==> config.mk <==
export PLATFORM = sky130hd
export DESIGN_NAME = mcu_ctrl_fsm
export DESIGN_NICKNAME = d
export VERILOG_FILES = /design/src/rtl/mcu_ctrl_pkg.sv /design/src/rtl/mcu_next_phase.sv /design/src/rtl/mcu_ctl_decode.sv /design/src/rtl/mcu_ctrl_fsm.sv
export SDC_FILE = /design/constraint.sdc
export NUM_CORES = 1
export LEC_CHECK = 0
export ABC_CLOCK_PERIOD_IN_PS = 2260
export BUFFER_PORTS_ARGS = -buffer_cell sky130_fd_sc_hd__buf_2
export CORE_UTILIZATION = 40
export DETAILED_ROUTE_END_ITERATION = 12
export GPL_ROUTABILITY_DRIVEN = 0
export GPL_TIMING_DRIVEN = 0
export HOLD_SLACK_MARGIN = 0.08
export PLACE_DENSITY_LB_ADDON = 0.25
export REMOVE_ABC_BUFFERS = 1
export SYNTH_ARGS = -nofsm -noshare
export SYNTH_HDL_FRONTEND = slang
export SYNTH_SLANG_ARGS = --single-unit
==> constraint.sdc <==
create_clock -name clk -period 2.26 [get_ports clk]
set_clock_uncertainty 0.05 [all_clocks]
set_input_delay 0.452 -clock clk [delete_from_list [all_inputs] [get_ports clk]]
set_output_delay 0.452 -clock clk [all_outputs]
set_load 0.03 [all_outputs]
==> src/rtl/mcu_ctrl_pkg.sv <==
package mcu_ctrl_pkg;
  localparam int PH_W  = 4;
  localparam int OPC_W = 6;

  typedef enum logic [PH_W-1:0] {
    PH_FETCH  = 4'd0,
    PH_DECODE = 4'd1,
    PH_ADDR   = 4'd2,
    PH_LDRD   = 4'd3,
    PH_LDWB   = 4'd4,
    PH_STWR   = 4'd5,
    PH_EXEC   = 4'd6,
    PH_RWB    = 4'd7,
    PH_BRANCH = 4'd8,
    PH_JUMP   = 4'd9
  } phase_e;

  localparam logic [OPC_W-1:0] OPC_LOAD  = 6'b100011;
  localparam logic [OPC_W-1:0] OPC_STORE = 6'b101011;
  localparam logic [OPC_W-1:0] OPC_RTYPE = 6'b000000;
  localparam logic [OPC_W-1:0] OPC_BEQ   = 6'b000100;
  localparam logic [OPC_W-1:0] OPC_JMP   = 6'b000010;

  typedef struct packed {
    logic       mem_rd_en;
    logic       mem_addr_src;
    logic       instr_ld;
    logic       mem_wr_en;
    logic       rf_wr_en;
    logic       rf_dst_sel;
    logic       rf_data_sel;
    logic [1:0] alu_op_sel;
    logic       alu_a_src;
    logic [1:0] alu_b_src;
    logic [1:0] pc_next_src;
    logic       pc_wr_en;
    logic       pc_wr_if_zero;
  } ctl_word_t;
endpackage

==> src/rtl/mcu_next_phase.sv <==
module mcu_next_phase
  import mcu_ctrl_pkg::*;
(
  input  phase_e             cur,
  input  logic [OPC_W-1:0]   opc,
  output phase_e             nxt
);
  always_comb begin
    nxt = PH_FETCH;
    unique case (cur)
      PH_FETCH, PH_LDRD, PH_EXEC: nxt = phase_e'(cur + PH_W'(1));
      PH_DECODE: begin
        if (opc == OPC_LOAD || opc == OPC_STORE) nxt = PH_ADDR;
        else if (opc == OPC_RTYPE)               nxt = PH_EXEC;
        else if (opc == OPC_BEQ)                 nxt = PH_BRANCH;
        else if (opc == OPC_JMP)                 nxt = PH_JUMP;
        else                                     nxt = PH_FETCH;
      end
      PH_ADDR: begin
        if (opc == OPC_LOAD)       nxt = PH_LDRD;
        else if (opc == OPC_STORE) nxt = PH_STWR;
        else                       nxt = PH_FETCH;
      end
      default: nxt = PH_FETCH;
    endcase
  end
endmodule

==> src/rtl/mcu_ctl_decode.sv <==
module mcu_ctl_decode
  import mcu_ctrl_pkg::*;
(
  input  phase_e    ph,
  output ctl_word_t cw
);
  always_comb begin
    cw = '0;
    case (ph)
      PH_FETCH: begin
        cw.mem_rd_en = 1'b1;
        cw.instr_ld  = 1'b1;
        cw.alu_b_src = 2'b01;
        cw.pc_wr_en  = 1'b1;
      end
      PH_DECODE: cw.alu_b_src = 2'b11;
      PH_ADDR: begin
        cw.alu_a_src = 1'b1;
        cw.alu_b_src = 2'b10;
      end
      PH_LDRD: begin
        cw.mem_rd_en    = 1'b1;
        cw.mem_addr_src = 1'b1;
      end
      PH_LDWB: begin
        cw.rf_wr_en    = 1'b1;
        cw.rf_data_sel = 1'b1;
      end
      PH_STWR: begin
        cw.mem_wr_en    = 1'b1;
        cw.mem_addr_src = 1'b1;
      end
      PH_EXEC: begin
        cw.alu_a_src  = 1'b1;
        cw.alu_op_sel = 2'b10;
      end
      PH_RWB: begin
        cw.rf_wr_en   = 1'b1;
        cw.rf_dst_sel = 1'b1;
      end
      PH_BRANCH: begin
        cw.alu_a_src     = 1'b1;
        cw.alu_op_sel    = 2'b01;
        cw.pc_wr_if_zero = 1'b1;
        cw.pc_next_src   = 2'b01;
      end
      PH_JUMP: begin
        cw.pc_wr_en    = 1'b1;
        cw.pc_next_src = 2'b10;
      end
      default: cw = '0;
    endcase
  end
endmodule

==> src/rtl/mcu_ctrl_fsm.sv <==
module mcu_ctrl_fsm
  import mcu_ctrl_pkg::*;
(
  input  logic             clk,
  input  logic             rst,
  input  logic [OPC_W-1:0] opcode,
  output logic [PH_W-1:0]  phase,
  output logic             mem_rd_en,
  output logic             mem_addr_src,
  output logic             instr_ld,
  output logic             mem_wr_en,
  output logic             rf_wr_en,
  output logic             rf_dst_sel,
  output logic             rf_data_sel,
  output logic [1:0]       alu_op_sel,
  output logic             alu_a_src,
  output logic [1:0]       alu_b_src,
  output logic [1:0]       pc_next_src,
  output logic             pc_wr_en,
  output logic             pc_wr_if_zero
);
  phase_e    phase_q, phase_d, phase_ld;
  ctl_word_t ctl_q, ctl_d;

  mcu_next_phase u_next (.cur(phase_q), .opc(opcode), .nxt(phase_d));

  assign phase_ld = rst ? PH_FETCH : phase_d;

  // Outputs are decoded from the phase about to be loaded, so they stay aligned with it.
  mcu_ctl_decode u_dec (.ph(phase_ld), .cw(ctl_d));

  always_ff @(posedge clk) begin
    phase_q <= phase_ld;
    ctl_q   <= ctl_d;
  end

  assign phase         = phase_q;
  assign mem_rd_en     = ctl_q.mem_rd_en;
  assign mem_addr_src  = ctl_q.mem_addr_src;
  assign instr_ld      = ctl_q.instr_ld;
  assign mem_wr_en     = ctl_q.mem_wr_en;
  assign rf_wr_en      = ctl_q.rf_wr_en;
  assign rf_dst_sel    = ctl_q.rf_dst_sel;
  assign rf_data_sel   = ctl_q.rf_data_sel;
  assign alu_op_sel    = ctl_q.alu_op_sel;
  assign alu_a_src     = ctl_q.alu_a_src;
  assign alu_b_src     = ctl_q.alu_b_src;
  assign pc_next_src   = ctl_q.pc_next_src;
  assign pc_wr_en      = ctl_q.pc_wr_en;
  assign pc_wr_if_zero = ctl_q.pc_wr_if_zero;


  fetch_advance_chk: assert property (@(posedge clk) disable iff (rst)
    phase_q == PH_FETCH |=> phase_q == PH_DECODE);

  rtype_dispatch_chk: assert property (@(posedge clk) disable iff (rst)
    (phase_q == PH_DECODE && opcode == OPC_RTYPE) |=> phase_q == PH_EXEC);

  terminal_return_chk: assert property (@(posedge clk) disable iff (rst)
    (phase_q == PH_LDWB || phase_q == PH_STWR || phase_q == PH_RWB ||
     phase_q == PH_BRANCH || phase_q == PH_JUMP) |=> phase_q == PH_FETCH);

  store_addr_chk: assert property (@(posedge clk) disable iff (rst)
    mem_wr_en |-> (mem_addr_src && !mem_rd_en));

  single_pc_write_chk: assert property (@(posedge clk) disable iff (rst)
    $countones({pc_wr_en, pc_wr_if_zero}) <= 1);

  reset_fetch_chk: assert property (@(posedge clk)
    rst |=> (phase_q == PH_FETCH && instr_ld && pc_wr_en));
endmodule

==> results.sh <==
export IMPL_slew_viol_final=0
export IMPL_reg2reg_to="alu_a_src"
export IMPL_holdBufCountCts=0
export IMPL_vias_per_cell=5.31
export IMPL_area_growth_syn_to_layout_pct=35.5
export IMPL_grt_pass1_vias=728
export IMPL_ys_ff_latch=19
export IMPL_synthSimpleGateAreaFrac_pct=28.4
export IMPL_ys_flop_type="dfxtp_1"
export IMPL_p_per_area_nw_per_um2=1170
export IMPL_startpoint_type="register"
export IMPL_synth_mux_area_share_pct=1.07
export IMPL_vdd_drop_max_mv=0.771
export IMPL_die_area_um2=2530
export IMPL_cap_violations=0
export IMPL_fmaxAchievable_mhz=450
export IMPL_crit_end="alu_a_src"
export IMPL_io_buffers=27
export IMPL_yosysTopAreaCell="dfxtp_1"
export IMPL_synth_edf_count=0
export IMPL_first_iter_violations=20
export IMPL_path_buf_inv=1
export IMPL_cp_arrival_ps=2370
export IMPL_synth_top_cells_by_count="19 x dfxtp_1, 5 x inv_1, 5 x nor3_1"
export IMPL_yosysWarnings=0
export IMPL_cp_startpoint="phase[0]"
export IMPL_initial_core_util_pct=42.3
export IMPL_yosysSeqAreaShare_pct=40.7
export IMPL_utilization_pct=57.2
export IMPL_pin_count=28
export IMPL_hold_viol=0
export IMPL_wl_per_cell_um=13.4
export IMPL_antenna_left=0
export IMPL_fin_tns_setup_ps=0
export IMPL_routed_wl_um=2150
export IMPL_cpLargestDelayFamily="simple AND/OR/NAND/NOR gates"
export IMPL_critPathKind="register to register"
export IMPL_core_um2=2210
export IMPL_layout_nets=145
export IMPL_cts_root_buf="clkbuf_4"
export IMPL_vias=849
export IMPL_overflow=0
export IMPL_yosysTopAreaCellShare_pct=40.7
export IMPL_rows=17
export IMPL_whs_ps=418
export IMPL_layout_min_cycle_time_ps=2220
export IMPL_reg2regPathDepth=7
export IMPL_cts_clk_slew_worst_paths_ps=100
export IMPL_cts_tree="yes"
export IMPL_hp_class="input pin to register"
export IMPL_grt_max_degree=11
export IMPL_run_status="complete, no violations"
export IMPL_antenna_found_initial=0
export IMPL_r2r_slack_ps=40
export IMPL_cts_sinks=19
export IMPL_worstMarginPinSlew_ps=595
export IMPL_cp_max_fo=5
export IMPL_leakagePower_nw=0.525
export IMPL_synth_cell_type_count=46
export IMPL_post_route_period_util_pct=98.2
export IMPL_clk_path_buf_depth=2
export IMPL_critical_path_max_stage_delay_ps=540
export IMPL_synthCells=96
export IMPL_htreeDepth=1
export IMPL_ys_async_sr_fraction_pct=0
export IMPL_endpoint_kind="register"
export IMPL_path_depth=7
export IMPL_netlist_area_um2=935
export IMPL_synth_most_common_cell="dfxtp_1"
export IMPL_synth_fa_ha_area_share_pct=5.35
export IMPL_yosys_top_cells_area="dfxtp_1 41%, ha_1 5.4%, a2111oi_4 2.9%"
export IMPL_relSlewSlack_pct=60.2
export IMPL_slowest_stage="or4_4"
export IMPL_fp_dieW_um=50.3
export IMPL_cts_inserted_buffers=3
export IMPL_r2r_start="phase[0]"
export IMPL_dp_hpwl_um=1360
export IMPL_drive_gt1_share_pct=48.5
export IMPL_antenna_cells=0
export IMPL_fp_dieH_um=50.3
export IMPL_synth_compound_area_share_pct=15.1
export IMPL_drc_errors=0
export IMPL_min_delay_path_depth=3
export IMPL_critPathRequiredTime_ps=2410
export IMPL_worstPathCellList="buf_6 -> ha_4 -> nor4b_4 -> nor3b_2 -> o21a_1 -> or4_4 -> a2111oi_4"
export IMPL_clk_latency_ps=290
export IMPL_grt_pass1_wl_um=3130
export IMPL_avgSynthCellArea_um2=9.74
export IMPL_synth_top_family_by_area="simple AND/OR/NAND/NOR gates"
export IMPL_track_usage_pct=17.1
export IMPL_synth_xor_area_share_pct=2.81
export IMPL_setup_violations=0
export IMPL_firstDrtPassIters=4
export IMPL_power_w=0.00148
cells in the final DEF (no fill, tap or decap), types with 3 or more instances in the layout:
cell	n
buf_2	27
buf_4	10
clkbuf_4	3
dfxtp_1	17
inv_1	3
nand2_1	4
nand3_1	3
nor2_1	4
nor3_1	5
nor4_1	3
o21ai_1	3
cell families (layout without fill, tap and decap cells):
| kind of cell | after synthesis | after routing |
|---|---|---|
| muxes | 1 | 1 |
| buffers and inverters | 11 | 47 |
| AOI/OAI and AO/OA | 18 | 18 |
| adders and majority gates | 4 | 4 |
| DFF | 19 | 19 |
| and+or+nand+nor | 40 | 40 |
| xor gates and xnor gates | 3 | 3 |
through the flow:
step	worst slack (ps)	cell area (µm²)	cells
floorplan	-178	892	90
global placement	-191	1060	145
detailed placement	-228	1060	145
CTS	17.4	1160	154
global route	-13.8	1270	160
finish	40.2	1270	160
state kept, by name, summed over array words and instances, names as in the netlist:
name,flops
phase,4
rf_dst_sel,1
pc_wr_en,1
rf_data_sel,1
alu_a_src,1
mem_wr_en,1
mem_rd_en,1
instr_ld,1
rf_wr_en,1
alu_op_sel,2
pc_next_src,2
mem_addr_src,1
alu_b_src,2
per-layer routing:
layer  vias up  wire length (µm)  GRT usage (%)
met5         -                 0              0
met4         0                 0           5.56
met3         0               101           6.36
met2        20              1170           30.0
met1       415               880           18.8
li1        414                 -              -
worst min-delay path, stage by stage:
cell       delay, ps
buf_2             80
or2_2            140
a2111oi_4         60
power breakdown:
group / switching (W) / leakage (nW) / internal, W
Combinational: 0.000508 / 0.355 / 0.000364
Clock: 0.0000968 / 0.0150 / 0.0000687
Sequential: 0.0000354 / 0.156 / 0.000403
area by class of cell:
| cell class | instances | area [µm²] |
|---|---|---|
| Clock buffer | 4 | 26.3 |
| Fill cell | 205 | 946 |
| Inverter | 5 | 18.8 |
| Multi-Input combinational cell | 66 | 579 |
| Sequential cell | 19 | 385 |
| Tap cell | 28 | 35.0 |
| Timing Repair Buffer | 38 | 221 |
worst min-delay path by stage:
stage | from | to | slack, ps
after global routing | rst | alu_a_src | 430
after CTS | rst | alu_a_src | 410
final | rst | alu_a_src | 420
after floorplan | rst | phase[2] | 630
after detailed placement | rst | alu_a_src | 740
after global placement | rst | phase[2] | 740
timing repair:
item                       in CTS  in global routing
resized for setup               5                 16
buffers inserted                5                  6
pin swaps                       2                  9
setup endpoints to repair      12                  2
Note: power is estimated with default switching activity, not from simulation.
